<file path="config.mk">
export PLATFORM = sky130hd
export DESIGN_NAME = hex_rec_stripper
export DESIGN_NICKNAME = d
export VERILOG_FILES = /design/src/rtl/hxs_pkg.sv /design/src/rtl/hxs_line_ctl.sv /design/src/rtl/hxs_nib_pack.sv /design/src/rtl/hxs_byte_fifo.sv /design/src/rtl/hex_rec_stripper.sv
export SDC_FILE = /design/constraint.sdc
export NUM_CORES = 1
export LEC_CHECK = 0
export BUFFER_PORTS_ARGS = -buffer_cell sky130_fd_sc_hd__buf_4
export CORE_ASPECT_RATIO = 0.5
export CORE_MARGIN = 10
export CORE_UTILIZATION = 55
export CTS_BUF_LIST = sky130_fd_sc_hd__clkbuf_8 sky130_fd_sc_hd__clkbuf_16
export DETAILED_ROUTE_END_ITERATION = 8
export GPL_TIMING_DRIVEN = 0
export PLACE_DENSITY = 0.79
export SLEW_MARGIN = 20
export SYNTH_ARGS = -nofsm -noshare
export SYNTH_HDL_FRONTEND = slang
export SYNTH_SLANG_ARGS = --single-unit
</file>
<file path="constraint.sdc">
create_clock -name clk_i -period 5.5 [get_ports clk_i]
set_clock_uncertainty 0.2 [all_clocks]
set_input_delay 0.55 -clock clk_i [delete_from_list [all_inputs] [get_ports clk_i]]
set_output_delay 0.55 -clock clk_i [all_outputs]
set_load 0.005 [all_outputs]
</file>
<file path="src/rtl/hxs_pkg.sv">
package hxs_pkg;

  localparam logic [7:0] CH_CR = 8'h0D;
  localparam logic [7:0] CH_LF = 8'h0A;

  typedef struct packed {
    logic       ok;
    logic [3:0] nib;
  } hex_nib_t;

  function automatic hex_nib_t hex_decode(input logic [7:0] c);
    hex_nib_t r;
    r.ok  = 1'b1;
    r.nib = '0;
    if (c >= 8'h30 && c <= 8'h39)      r.nib = 4'(c - 8'h30);
    else if (c >= 8'h41 && c <= 8'h46) r.nib = 4'(c - 8'h37);
    else if (c >= 8'h61 && c <= 8'h66) r.nib = 4'(c - 8'h57);
    else                               r.ok  = 1'b0;
    return r;
  endfunction

  function automatic logic is_line_end(input logic [7:0] c);
    return (c == CH_CR) || (c == CH_LF);
  endfunction

endpackage

</file>
<file path="src/rtl/hxs_line_ctl.sv">
// Per-line character position, line position and checksum-trim delay.
module hxs_line_ctl import hxs_pkg::*; #(
  parameter int HEAD        = 9,
  parameter int TAIL        = 2,
  parameter int LINE_PERIOD = 4097
) (
  input  logic       clk_i,
  input  logic       rst_ni,
  input  logic       acc_i,
  input  logic [7:0] chr_i,
  input  logic       last_i,
  output logic       first_o,
  output logic       line_end_o,
  output logic       drop_o,
  output logic       busy_o,
  output logic       dig_v_o,
  output logic [7:0] dig_o
);

  localparam int IDX_W = $clog2(HEAD + 2);
  localparam int POS_W = $clog2(LINE_PERIOD + 1);
  localparam int CNT_W = $clog2(TAIL + 1);

  logic             active_q;
  logic [IDX_W-1:0] idx_q;
  logic [POS_W-1:0] pos_q;
  logic [CNT_W-1:0] cnt_q;
  logic [7:0]       dly_q [TAIL];
  logic             eol, in_win;

  assign eol        = is_line_end(chr_i);
  assign in_win     = (idx_q >= IDX_W'(HEAD));
  assign first_o    = acc_i && !eol && !active_q;
  assign line_end_o = acc_i && eol && active_q;
  assign drop_o     = (pos_q == '0);
  assign busy_o     = active_q || (acc_i && !eol);
  // a digit leaves the delay only once TAIL newer characters are behind it
  assign dig_v_o    = acc_i && !eol && in_win && (cnt_q == CNT_W'(TAIL)) && !drop_o;
  assign dig_o      = dly_q[TAIL-1];

  always_ff @(posedge clk_i or negedge rst_ni) begin
    if (!rst_ni) begin
      active_q <= 1'b0;
      idx_q    <= '0;
      pos_q    <= '0;
      cnt_q    <= '0;
      for (int k = 0; k < TAIL; k++) dly_q[k] <= '0;
    end else if (acc_i) begin
      if (last_i || eol) begin
        active_q <= 1'b0;
        idx_q    <= '0;
        cnt_q    <= '0;
        if (last_i)
          pos_q <= '0;
        else if (active_q)
          pos_q <= (pos_q == POS_W'(LINE_PERIOD - 1)) ? '0 : pos_q + POS_W'(1);
      end else begin
        active_q <= 1'b1;
        if (!in_win) begin
          idx_q <= idx_q + IDX_W'(1);
        end else begin
          dly_q[0] <= chr_i;
          for (int k = 1; k < TAIL; k++) dly_q[k] <= dly_q[k-1];
          if (cnt_q != CNT_W'(TAIL)) cnt_q <= cnt_q + CNT_W'(1);
        end
      end
    end
  end

endmodule

</file>
<file path="src/rtl/hxs_nib_pack.sv">
// Pairs hex digits into bytes, high nibble first.
module hxs_nib_pack import hxs_pkg::*; (
  input  logic       clk_i,
  input  logic       rst_ni,
  input  logic       dig_v_i,
  input  logic [7:0] dig_i,
  input  logic       clr_i,
  output logic       bad_o,
  output logic       half_o,
  output logic       byte_v_o,
  output logic [7:0] byte_o
);

  hex_nib_t   h;
  logic       half_q;
  logic [3:0] hi_q;

  assign h        = hex_decode(dig_i);
  assign bad_o    = dig_v_i && !h.ok;
  assign byte_v_o = dig_v_i && h.ok && half_q;
  assign byte_o   = {hi_q, h.nib};
  assign half_o   = half_q;

  always_ff @(posedge clk_i or negedge rst_ni) begin
    if (!rst_ni) begin
      half_q <= 1'b0;
      hi_q   <= '0;
    end else if (clr_i) begin
      half_q <= 1'b0;
    end else if (dig_v_i && h.ok) begin
      if (half_q) begin
        half_q <= 1'b0;
      end else begin
        hi_q   <= h.nib;
        half_q <= 1'b1;
      end
    end
  end

endmodule

</file>
<file path="src/rtl/hxs_byte_fifo.sv">
// Byte FIFO with a release pointer (read side stops there) and write rewind.
module hxs_byte_fifo #(
  parameter int DEPTH = 64,
  localparam int AW = $clog2(DEPTH),
  localparam int PW = AW + 1
) (
  input  logic          clk_i,
  input  logic          rst_ni,
  input  logic          wr_en_i,
  input  logic [7:0]    wr_data_i,
  input  logic          rew_en_i,
  input  logic [PW-1:0] rew_ptr_i,
  input  logic          rel_en_i,
  input  logic [PW-1:0] rel_ptr_i,
  output logic [PW-1:0] wr_ptr_o,
  output logic [PW-1:0] used_o,
  output logic          rd_valid_o,
  output logic [7:0]    rd_data_o,
  input  logic          rd_ready_i
);

  logic [7:0]    mem_q [DEPTH];
  logic [PW-1:0] wr_q, rd_q, lim_q;

  assign wr_ptr_o   = wr_q;
  assign used_o     = wr_q - rd_q;
  assign rd_valid_o = (rd_q != lim_q);
  assign rd_data_o  = mem_q[rd_q[AW-1:0]];

  always_ff @(posedge clk_i) begin
    if (wr_en_i && !rew_en_i) mem_q[wr_q[AW-1:0]] <= wr_data_i;
  end

  always_ff @(posedge clk_i or negedge rst_ni) begin
    if (!rst_ni) begin
      wr_q  <= '0;
      rd_q  <= '0;
      lim_q <= '0;
    end else begin
      if (rew_en_i)     wr_q <= rew_ptr_i;
      else if (wr_en_i) wr_q <= wr_q + PW'(1);
      if (rel_en_i)     lim_q <= rel_ptr_i;
      if (rd_valid_o && rd_ready_i) rd_q <= rd_q + PW'(1);
    end
  end

endmodule

</file>
<file path="src/rtl/hex_rec_stripper.sv">
module hex_rec_stripper import hxs_pkg::*; #(
  parameter int HEAD        = 9,
  parameter int TAIL        = 2,
  parameter int LINE_PERIOD = 4097,
  parameter int MAX_BYTES   = 32
) (
  input  logic       clk_i,
  input  logic       rst_ni,
  input  logic       chr_valid_i,
  input  logic [7:0] chr_data_i,
  input  logic       chr_last_i,
  output logic       chr_ready_o,
  output logic       byte_valid_o,
  output logic [7:0] byte_data_o,
  input  logic       byte_ready_i,
  output logic       err_o
);

  localparam int DEPTH = 2 * MAX_BYTES;
  localparam int PW    = $clog2(DEPTH) + 1;

  logic          acc, last_acc, first, line_end, drop, busy, dig_v;
  logic [7:0]    dig, pk_byte;
  logic          bad, half, pk_v, odd, ovf, room, wr_en, rew_en, rel_en;
  logic [PW-1:0] used, wr_ptr, rew_ptr, line_bytes;
  logic [PW-1:0] cur_start_q, pend_start_q;
  logic          pend_valid_q, err_q;

  assign chr_ready_o = (used < PW'(DEPTH));
  assign acc         = chr_valid_i && chr_ready_o;
  assign last_acc    = acc && chr_last_i;

  hxs_line_ctl #(
    .HEAD        (HEAD),
    .TAIL        (TAIL),
    .LINE_PERIOD (LINE_PERIOD)
  ) i_line_ctl (
    .clk_i      (clk_i),
    .rst_ni     (rst_ni),
    .acc_i      (acc),
    .chr_i      (chr_data_i),
    .last_i     (chr_last_i),
    .first_o    (first),
    .line_end_o (line_end),
    .drop_o     (drop),
    .busy_o     (busy),
    .dig_v_o    (dig_v),
    .dig_o      (dig)
  );

  hxs_nib_pack i_nib_pack (
    .clk_i    (clk_i),
    .rst_ni   (rst_ni),
    .dig_v_i  (dig_v),
    .dig_i    (dig),
    .clr_i    (line_end || last_acc),
    .bad_o    (bad),
    .half_o   (half),
    .byte_v_o (pk_v),
    .byte_o   (pk_byte)
  );

  assign line_bytes = wr_ptr - cur_start_q;
  assign room       = (line_bytes < PW'(MAX_BYTES));
  assign wr_en      = pk_v && room;
  assign ovf        = pk_v && !room;
  assign odd        = line_end && !chr_last_i && half;
  // end of file: withdraw the line in progress, else the parked one
  assign rew_en     = last_acc && (busy || pend_valid_q);
  assign rew_ptr    = busy ? cur_start_q : pend_start_q;
  // a new non-empty line proves the parked line is not the last
  assign rel_en     = first && pend_valid_q;

  hxs_byte_fifo #(.DEPTH(DEPTH)) i_fifo (
    .clk_i      (clk_i),
    .rst_ni     (rst_ni),
    .wr_en_i    (wr_en),
    .wr_data_i  (pk_byte),
    .rew_en_i   (rew_en),
    .rew_ptr_i  (rew_ptr),
    .rel_en_i   (rel_en),
    .rel_ptr_i  (cur_start_q),
    .wr_ptr_o   (wr_ptr),
    .used_o     (used),
    .rd_valid_o (byte_valid_o),
    .rd_data_o  (byte_data_o),
    .rd_ready_i (byte_ready_i)
  );

  always_ff @(posedge clk_i or negedge rst_ni) begin
    if (!rst_ni) begin
      cur_start_q  <= '0;
      pend_start_q <= '0;
      pend_valid_q <= 1'b0;
      err_q        <= 1'b0;
    end else begin
      if (bad || odd || ovf) err_q <= 1'b1;
      if (last_acc) begin
        pend_valid_q <= 1'b0;
        cur_start_q  <= rew_en ? rew_ptr : wr_ptr;
      end else if (line_end) begin
        if (!drop) begin
          pend_start_q <= cur_start_q;
          pend_valid_q <= 1'b1;
        end
        cur_start_q <= wr_ptr;
      end else if (rel_en) begin
        pend_valid_q <= 1'b0;
      end
    end
  end

  assign err_o = err_q;

endmodule

</file>
==> metrics.txt, run 1 <==
final setup vio count=0; row count=54; M1 wire length=22.3 mm; main flop type after synthesis=edfxtp_1; Tmin final=5.47 ns; highest metal layer with signal wires=met4; RSZ-0062 raised after global routing=true; Core Region=43,400 µm²; non-filler instance count after layout=1,950; die width=316 µm; worst vdd ir=0.000231 V; Port Buffers=23; starting density of the core=0.554; first-pass GRT wire length=87.2 mm; share of cells above drive strength 1=0.304; Post-synth ARST share=0.132; final hold violations=0; Post-Route WL=58.6 mm; WL met2=29.0 mm; vias=13,010; # placed instances=1,847; utilization after layout=0.625; status=completed; Seq/Total Area, Yosys=0.721; fmax=0.183 GHz; clock-pin slew on the worst setup and hold paths=0.07 ns; initial DRC count=1,910; H-Tree Depth=2; gr ovfl total=0; Netlist cell types=55; Max stage delay cell, worst path=nor2_2; share of the synthesized area in the top cell type=0.640; CP Capture Type=flip-flop; ANT cells=0; area grow syn2layout=12.8%; root buf cell=clkbuf_16; max capacitance violation total=0; Post-Syn Instances=1,229; Setup CP Type=flip-flop to flip-flop; Post-synth EDFFs=512; Worst Max-Slew Pin Slew=1.01 ns; DP Wirelength=35.8 mm; Crit Path Max Fanout=10; largest net degree at the start of global routing=79; CTS sink count=590; clock latency on the worst-skew pair=0.59 ns; period utilization=0.995; most numerous cell in the Yosys netlist=edfxtp_1; Final Net Count=1,354; largest area contributor in the synthesized netlist=edfxtp_1; number of synthesized register bits=590; Critical Path RT=5.52 ns; Avg Vias per Cell=6.67; CTS buffer count=50; Die ar.=53,000 µm²; synthesized area per cell=19.6 µm²; most frequent cells after synthesis=512 x edfxtp_1, 168 x mux4_2, 83 x nor2_1, 78 x dfrtp_1, 38 x nand2_1; Crit path top cell by count=clkbuf_1; routed wl met3=5.80 mm; Initial DRT Pass Iterations=6; Cell Area, Synth=24,000 µm²; vias in the first global route=13,067; CTS tree=built; DRC viols=0; top cells by area, synth=edfxtp_1 64%, mux4_2 16%, dfrtp_1 8.1%; syn nets=1,263; Ports=24; power per cell area=396 nW/µm²; RePlAce Congestion=0.863; Slew HR=0.325; Leak=9.64 nW; die boundary height=168 µm; Tot Pwr=0.0107 W; CTS max path bufs=3; Max Slew Vio Count=0; CP startpoint kind=flip-flop; post-route ant nets=0; worst path cell trace=clkbuf_1 -> clkbuf_2 -> clkbuf_1 -> inv_1 -> ha_1 -> a21oi_1 -> o21ai_0 -> a211oi_2 -> clkbuf_1 -> nor3_4 -> nand3_2 -> nor2_2; initial antenna violation count=0; Critical Path Max Stage Delay=0.62 ns; Tightest Hold Check Type=input port to flip-flop; Tot GR Track Use=0.220; arrival time worst endpoint=5.49 ns; Synth Warn #=0; WL/cell=30.0 µm
==> per-stage QoR <==
step / TNS (ns) / setup slack (ns) / hold WS [ns] / cell area, µm²
final: 0 / 0.0285 / 0.0134 / 27100
after global routing: -28.08 / -0.241 / 0.00188 / 27100
after CTS: -0.0369 / -0.00513 / 0.00112 / 26800
after detailed placement: -145.40 / -0.497 / 0.282 / 25100
after global placement: -217.48 / -1.62 / 0.261 / 24900
after floorplan: 0 / 0.970 / 0.0544 / 24000
==> sequential cells by signal, indices dropped and copies added, names as in the netlist, 2 cells and up <==
register and flops:
pend_start_q 7, i_line_ctl.dly_q 8, i_fifo.lim_q 7, i_fifo.rd_q 7, i_fifo.wr_ptr_o 7, i_nib_pack.hi_q 4
i_line_ctl.cnt_q 2, cur_start_q 7, i_line_ctl.idx_q 4, i_fifo.mem_q 512, i_line_ctl.dig_o 8, i_line_ctl.pos_q 13
==> report_power, final <==
group	internal [W]	switching [W]	leakage, nW
clock	0.00190	0.00165	0.824
combinational	0.000807	0.00136	2.44
sequential	0.00489	0.000124	6.37
==> cells in the final DEF, fill, tap and decap left out, types with 9 or more instances in the layout <==
cell	count
a31oi_1	13
buf_1	9
inv_1	33
ha_1	21
o21ai_0	21
mux2_2	35
xnor2_1	17
clkinv_2	11
nand2b_1	11
edfxtp_1	512
clkbuf_16	51
nor2_4	22
dfrtp_1	74
nor2_1	22
a21oi_1	21
clkbuf_1	28
buf_4	29
mux4_2	168
clkinv_1	11
clkbuf_2	10
nand2_1	38
nor2_2	39
mux2i_1	12
and3_1	11
nand3_1	18
==> logic make-up (layout without fill, tap and decap cells) <==
logic type,after synthesis,in the layout,synth area share
DFF,590,590,0.721
muxes,216,216,0.179
and+or+nand+nor,211,211,0.0435
AOI/OAI and AO/OA,88,88,0.0239
buffers and inverters,78,211,0.0124
xor gates and xnor gates,25,25,0.00911
adders and majority gates,21,21,0.0109
==> layer usage <==
layer | global-route usage | up-vias
li1 | - | 5181
met1 | 0.298 | 6800
met2 | 0.363 | 895
met3 | 0.0484 | 134
met4 | 0.0535 | 0
met5 | 0 | -
==> repair_timing <==
item	CTS	global route
setup endpoints to repair	512	326
hold buffers	1	1
pin swaps	4	0
endpoints found under the hold margin	78	1
gates resized for setup	13	88
gates cloned	0	0
buffers inserted	7	0
==> layout make-up <==
type	instances	area, µm²
Buffer	52	214
Clock buffer	52	1290
Clock inverter	42	320
Fill cell	2806	16300
Inverter	26	97.6
Multi-Input combinational cell	561	6720
Sequential cell	590	17300
Tap cell	588	736
Timing Repair Buffer	39	412
==> worst paths after layout <==
check | to | cells past startpoint | slack (ns) | from
max | i_fifo.mem_q[7][4] | 12 | 0.03 | i_fifo.rd_q[1]
min | i_line_ctl.dly_q[12] | 2 | 0.01 | chr_data_i[4]
max reg2reg | i_fifo.mem_q[7][4] | 12 | 0.03 | i_fifo.rd_q[1]
min reg2reg | i_line_ctl.cnt_q[0] | 1 | 0.28 | i_line_ctl.cnt_q[0]
max in group asynchronous | i_nib_pack.hi_q[0] | 2 | 4.19 | rst_ni
min in group asynchronous | i_line_ctl.dig_o[2] | 2 | 0.38 | rst_ni
==> critical path, delay by kind of cell, from the launching register on <==
| kind | cells | cell delay [ns] |
|---|---|---|
| AND/OR/NAND/NOR | 3 | 1.81 |
| flip-flops | 1 | 0.38 |
| adder cells (fa/ha/maj) | 1 | 0.31 |
| AO/OA/AOI/OAI | 3 | 0.64 |
| buffers and inverters | 5 | 1.76 |
Note: power is estimated with default switching activity, not from simulation.
==> run 2: changes to the inputs <==
--- a/config.mk
+++ b/config.mk
@@ -6,7 +6,8 @@
 export NUM_CORES = 1
 export LEC_CHECK = 0
 export BUFFER_PORTS_ARGS = -buffer_cell sky130_fd_sc_hd__buf_4
-export CORE_ASPECT_RATIO = 0.5
+export CAP_MARGIN = 20
+export CORE_ASPECT_RATIO = 2
 export CORE_MARGIN = 10
 export CORE_UTILIZATION = 55
 export CTS_BUF_LIST = sky130_fd_sc_hd__clkbuf_8 sky130_fd_sc_hd__clkbuf_16
==> metrics.txt, run 2 (same netlist as run 1, synthesis figures left out) <==
Post-Route WL=54.9 mm (-6.3%); worst path cell trace=clkbuf_1 -> buf_1 -> inv_1 -> ha_1 -> a21o_1 -> a211oi_1 -> o21a_1 -> a211oi_2 -> clkbuf_1 -> nor3_4 -> nand3_2 -> nor2_2; worst vdd ir=0.000346 V (+50%); post-route ant nets=0 (unchanged); starting density of the core=0.554 (unchanged); Clk pwr share=0.317 (-0.013); H-Tree Depth=2 (unchanged); Avg Vias per Cell=6.33 (-5.2%); Leak=9.63 nW (about the same); Slew HR=0.306 (-0.0189); DP Wirelength=37.5 mm (+4.8%); share of cells above drive strength 1=0.293 (-0.0105); max capacitance violation total=0 (unchanged); internal power=0.00745 W (-1.9%); Die ar.=53,000 µm² (unchanged); Ports=24 (unchanged); fin area=27,000 µm² (-0.59%); final hold violations=0 (unchanged); CP startpoint kind=flip-flop; share of power burned in registers=0.480 (+0.013); row count=108 (+100%); first-pass GRT wire length=82.4 mm (-5.5%); non-filler instance count after layout=1,913 (-1.9%); Worst Max-Slew Pin Slew=1.04 ns (+0.0283 ns); final setup vio count=0 (unchanged); CP delay by family, top=buffers and inverters; DRC viols=0 (unchanged); CTS max path bufs=3 (unchanged); CTS tree=built; Crit path top cell by count=clkbuf_1; area grow syn2layout=12.2%; Crit Path Max Fanout=10 (unchanged); initial antenna violation count=0 (unchanged); Core Region=43,400 µm² (unchanged); Initial DRT Pass Iterations=5 (-1); commonest cells after routing, fill and taps aside=512 x edfxtp_1, 168 x mux4_2, 74 x dfrtp_1; Tmin final=5.31 ns (-0.162 ns); Switching Fraction=0.286 (-0.00615); Tot GR Track Use=0.208 (-0.0121); RePlAce Congestion=0.831 (-3.7%); clock latency on the worst-skew pair=0.58 ns (about the same); Critical Path RT=5.52 ns (about the same); root buf cell=clkbuf_16; Setup CP Type=flip-flop to flip-flop; ANT cells=0 (unchanged); Buf/Inv on CP=4 (-1); commonest non-fill, non-tap cell in the layout=edfxtp_1; Tightest Hold Check Type=input port to flip-flop; vias in the first global route=12,940 (-0.97%); Max stage delay cell, worst path=clkbuf_1; Largest register FFs=512 (unchanged); largest net degree at the start of global routing=79 (unchanged); WL/cell=28.7 µm (-4.5%); CP Capture Type=flip-flop; Setup TNS=0 ns (unchanged); die boundary height=316 µm (+88%); arrival time worst endpoint=5.33 ns (-0.16 ns); gr ovfl total=0 (unchanged); fmax=0.188 GHz (+3.1%); power per cell area=387 nW/µm² (-2.1%); # placed instances=1,811 (-1.9%); Final Net Count=1,358 (+0.30%); combinational share of power=0.203 (about the same); clock-pin slew on the worst setup and hold paths=0.07 ns (about the same); status=completed; vias=12,101 (-7.0%); initial DRC count=1,092 (-43%); Psw=0.00299 W (-4.8%); Port Buffers=23 (unchanged); CTS sink count=590 (unchanged); placed cell areas=25,200 µm² (about the same); Critical Path Max Stage Delay=0.67 ns (+0.05 ns); die width=168 µm (-47%); Max Slew Vio Count=0 (unchanged); CTS buffer count=48 (-4.0%); period utilization=0.965 (-0.0295)
run 2: cell types whose count changed in the layout (fill, tap and decap cells not counted), moves of 4 or more:
| cell | before | now |
|---|---|---|
| inv_1 | 33 | 38 |
| nor2_1 | 22 | 31 |
| clkinv_2 | 11 | 7 |
| nor2_2 | 39 | 51 |
| clkinv_1 | 11 | 5 |
| nor2_4 | 22 | 1 |
| dlygate4sd3_1 | 2 | 9 |
run 2: layout make-up:
class / count / area [µm²]
Inverter: 26 / 97.6
Buffer: 51 / 215
Fill cell: 2863 / 16400
Timing Repair Buffer: 46 / 526
Multi-Input combinational cell: 561 / 6580
Clock inverter: 38 / 264
Sequential cell: 590 / 17300
Clock buffer: 51 / 1250
Tap cell: 550 / 688
run 2: repair_timing:
| action | in CTS | in global routing |
|---|---|---|
| setup buffers | 5 | 0 |
| endpoints found under the hold margin | 86 | 0 |
| setup endpoints to repair | 512 | 359 |
| cloned | 0 | 0 |
| pin swaps | 4 | 0 |
| resized for setup | 33 | 41 |
| hold buffers | 9 | 0 |
run 2: worst min-delay path: stages:
cell and delay [ns]:
buf_4 0.13, a31oi_1 0.05, nor2_1 0.08, a21oi_1 0.04
run 2: routing by layer:
| metal | vias to the layer above | wire length, µm | GRT usage |
|---|---|---|---|
| met5 | - | 0 | 0 |
| met4 | 0 | 3300 | 0.124 |
| met3 | 156 | 3160 | 0.0286 |
| met2 | 522 | 30900 | 0.386 |
| met1 | 6254 | 17500 | 0.216 |
| li1 | 5169 | - | - |
run 2: final timing paths:
kind                            slack, ns           startpoint             endpoint  cells after the start
worst max-delay path                 0.19       i_fifo.rd_q[2]  i_fifo.mem_q[28][0]                     12
worst min-delay path                 0.11           chr_last_i         pend_valid_q                      4
worst max register to register       0.19       i_fifo.rd_q[2]  i_fifo.mem_q[28][0]                     12
worst min register to register       0.28  i_line_ctl.cnt_q[0]  i_line_ctl.cnt_q[0]                      1
max in group asynchronous            3.87               rst_ni   i_nib_pack.hi_q[2]                      2
min in group asynchronous            0.47               rst_ni      i_fifo.lim_q[5]                      2
run 2: metrics by stage:
stage | utilization | hold slack, ns | setup WS, ns | power (W)
finish | 0.621 | 0.109 | 0.191 | 0.0104
global route | 0.621 | 0.108 | -0.000678 | 0.0108
CTS | 0.620 | 0.0817 | -0.125 | 0.0105
detailed placement | 0.580 | 0.270 | -0.790 | 0.00720
global placement | 0.574 | 0.261 | -1.70 | 0.00715
floorplan | - | 0.0544 | 0.970 | 0.00658
run 2: power groups by stage:
stage                     clock [W]  combinational [W]  sequential, W
after floorplan                   0            0.00152        0.00506
after global placement            0            0.00205        0.00510
after detailed placement          0            0.00210        0.00510
after CTS                   0.00335            0.00212        0.00501
after global routing        0.00351            0.00229        0.00501
final                       0.00331            0.00212        0.00501
==> run 3: changes to the inputs <==
--- a/config.mk
+++ b/config.mk
@@ -13,7 +13,7 @@
 export CTS_BUF_LIST = sky130_fd_sc_hd__clkbuf_8 sky130_fd_sc_hd__clkbuf_16
 export DETAILED_ROUTE_END_ITERATION = 8
 export GPL_TIMING_DRIVEN = 0
-export PLACE_DENSITY = 0.79
+export PLACE_DENSITY = 0.82
 export SLEW_MARGIN = 20
 export SYNTH_ARGS = -nofsm -noshare
 export SYNTH_HDL_FRONTEND = slang
==> constraint.sdc (replaced) <==
create_clock -name clk_i -period 4.8 [get_ports clk_i]
set_clock_uncertainty 0.2 [all_clocks]
set_input_delay 0.48 -clock clk_i [delete_from_list [all_inputs] [get_ports clk_i]]
set_output_delay 0.48 -clock clk_i [all_outputs]
set_load 0.005 [all_outputs]
==> metrics.txt, run 3 (same netlist as run 1, synthesis figures left out) <==
status=completed; area grow syn2layout=12.9%; initial DRC count=1,243 (+14%); row count=108 (unchanged); Hold Path Stages=4 (unchanged); fin area=27,100 µm² (+0.71%); vias=12,408 (+2.5%); FF-to-FF End=i_fifo.mem_q[27][5]; fmax=0.209 GHz; Setup CP Type=flip-flop to output port; CTS tree=built; non-filler instance count after layout=1,914 (+0.052%); RePlAce Congestion=0.877 (+5.5%); Tightest Hold Check Type=input port to flip-flop; DRC viols=0 (unchanged); fillers=2,785 (-2.7%); Post-Route WL=57.5 mm (+4.7%); Worst Max-Slew Pin Slew=1.04 ns (-0.00152 ns); final hold violations=0 (unchanged); Leak=9.63 nW (about the same); Tmin final=4.79 ns; die boundary height=316 µm (unchanged); clock-pin slew on the worst setup and hold paths=0.07 ns (about the same); gr ovfl total=0 (unchanged); root buf cell=clkbuf_16; Initial DRT Pass Iterations=5 (unchanged); DP Wirelength=37.6 mm (about the same); vias in the first global route=13,216 (+2.1%); H-Tree Depth=2 (unchanged); Die ar.=53,000 µm² (unchanged); Slew HR=0.307 (+0.00101); CTS buffer count=46 (-4.2%); worst hold path endpoint=pend_valid_q; Port Buffers=23 (unchanged); post-route ant nets=0 (unchanged); Reg2Reg Launch Point=i_fifo.rd_q[4]; CTS sink count=590 (unchanged); # placed instances=1,810 (-0.055%); Final Net Count=1,364 (+0.44%); worst reg-to-reg path cell count=14 (+2); WL/cell=30.0 µm (+4.7%); register area=17,300 µm² (unchanged); commonest non-fill, non-tap cell in the layout=edfxtp_1; share of cells above drive strength 1=0.309 (+0.0159); CP startpoint kind=flip-flop; commonest cells after routing, fill and taps aside=512 x edfxtp_1, 168 x mux4_2, 74 x dfrtp_1; area of the multi-input gates=6760 µm² (+2.8%); Worst R2R Setup Slack=0.24 ns (+0.05 ns); final setup vio count=0 (unchanged); hold wc startpoint=chr_last_i; Max Slew Vio Count=0 (unchanged); Avg Vias per Cell=6.48 (+2.5%); utilization after layout=0.626 (+0.00439); ANT cells=0 (unchanged); initial antenna violation count=0 (unchanged); Tot GR Track Use=0.218 (+0.00998); placed cell areas=25,100 µm² (-0.22%); first-pass GRT wire length=86.2 mm (+4.6%); CP Capture Type=output port; Ports=24 (unchanged); max capacitance violation total=0 (unchanged); clock latency on the worst-skew pair=0.57 ns (about the same); CTS max path bufs=3 (unchanged); worst vdd ir=0.000379 V (+9.6%); Crit Path Max Fanout=10 (unchanged); arrival time worst endpoint=4.11 ns (-1.22 ns); largest net degree at the start of global routing=79 (unchanged); Critical Path RT=4.12 ns (-1.40 ns); starting density of the core=0.554 (unchanged); die width=168 µm (unchanged); Core Region=43,400 µm² (unchanged); period utilization=0.997; RSZ-0062 raised after global routing=false; power per cell area=443 nW/µm² (+14%); Largest register FFs=512 (unchanged); CP startpoint=i_fifo.rd_q[0]
run 3: cell count changes in the layout (fill, tap and decap cells not counted), moves of 4 or more:
cell / before / now
nand3_4: 0 / 4
clkinv_2: 7 / 3
buf_4: 28 / 33
clkinv_1: 5 / 12
nor2_2: 51 / 46
nand3_2: 4 / 0
inv_1: 38 / 30
nor2_1: 31 / 18
clkbuf_2: 9 / 3
buf_2: 5 / 12
nor2_4: 1 / 19
buf_12: 3 / 8
buf_16: 6 / 2
run 3: report_power, final:
part | switching (W) | internal (W)
Combinational | 0.00156 | 0.000944
Clock | 0.00175 | 0.00201
Sequential | 0.000158 | 0.00560
run 3: critical path: stages (launching register included):
cell and delay, ns:
dfrtp_1 0.36, clkbuf_1 0.34, clkbuf_2 0.50, buf_2 0.47
mux4_2 0.64, mux4_2 0.54, mux4_2 0.53, buf_4 0.16
run 3: through the flow:
step                setup WS [ns]  TNS, ns  power, W  hold slack, ns
detailed placement          -1.43  -595.30   0.00824           0.274
floorplan                   0.270        0   0.00754         -0.0156
CTS                       0.00218        0    0.0120          0.0268
global placement            -2.72  -753.07   0.00816           0.260
global route               0.0138        0    0.0124          0.0761
finish                     0.0127        0    0.0120          0.0472
run 3: metal layers:
metal  vias to the layer above  track usage  share of wire
met3                       161       0.0286          0.057
met1                      6458        0.229           0.32
met2                       605        0.404           0.56
met5                         -            0              0
li1                       5184            -              -
met4                         0        0.129          0.067
run 3: final cells by class:
type | count | share of cell area
plain buffers | 51 | 0.00843
clock buffers | 47 | 0.0433
clock inverters | 35 | 0.0108
inverters | 26 | 0.00359
multi-input cells | 562 | 0.249
flip-flops and latches | 590 | 0.638
well taps | 550 | 0.0253
repair buffers | 53 | 0.0209
run 3: worst max path at each step:
stage                                      to
after CTS                      byte_data_o[6]
after global placement     i_fifo.mem_q[2][2]
after global routing           byte_data_o[6]
after detailed placement  i_fifo.mem_q[35][2]
after floorplan            i_fifo.mem_q[0][2]
final                          byte_data_o[6]
run 3: what timing repair did:
item | 4_1_cts | 5_1_grt
buffers inserted | 12 | 1
cloned | 1 | 0
resized for setup | 111 | 28
hold endpoints to repair | 86 | 0
pin swaps | 5 | 1
hold buffers | 9 | 0
endpoints found under the setup margin | 545 | 526
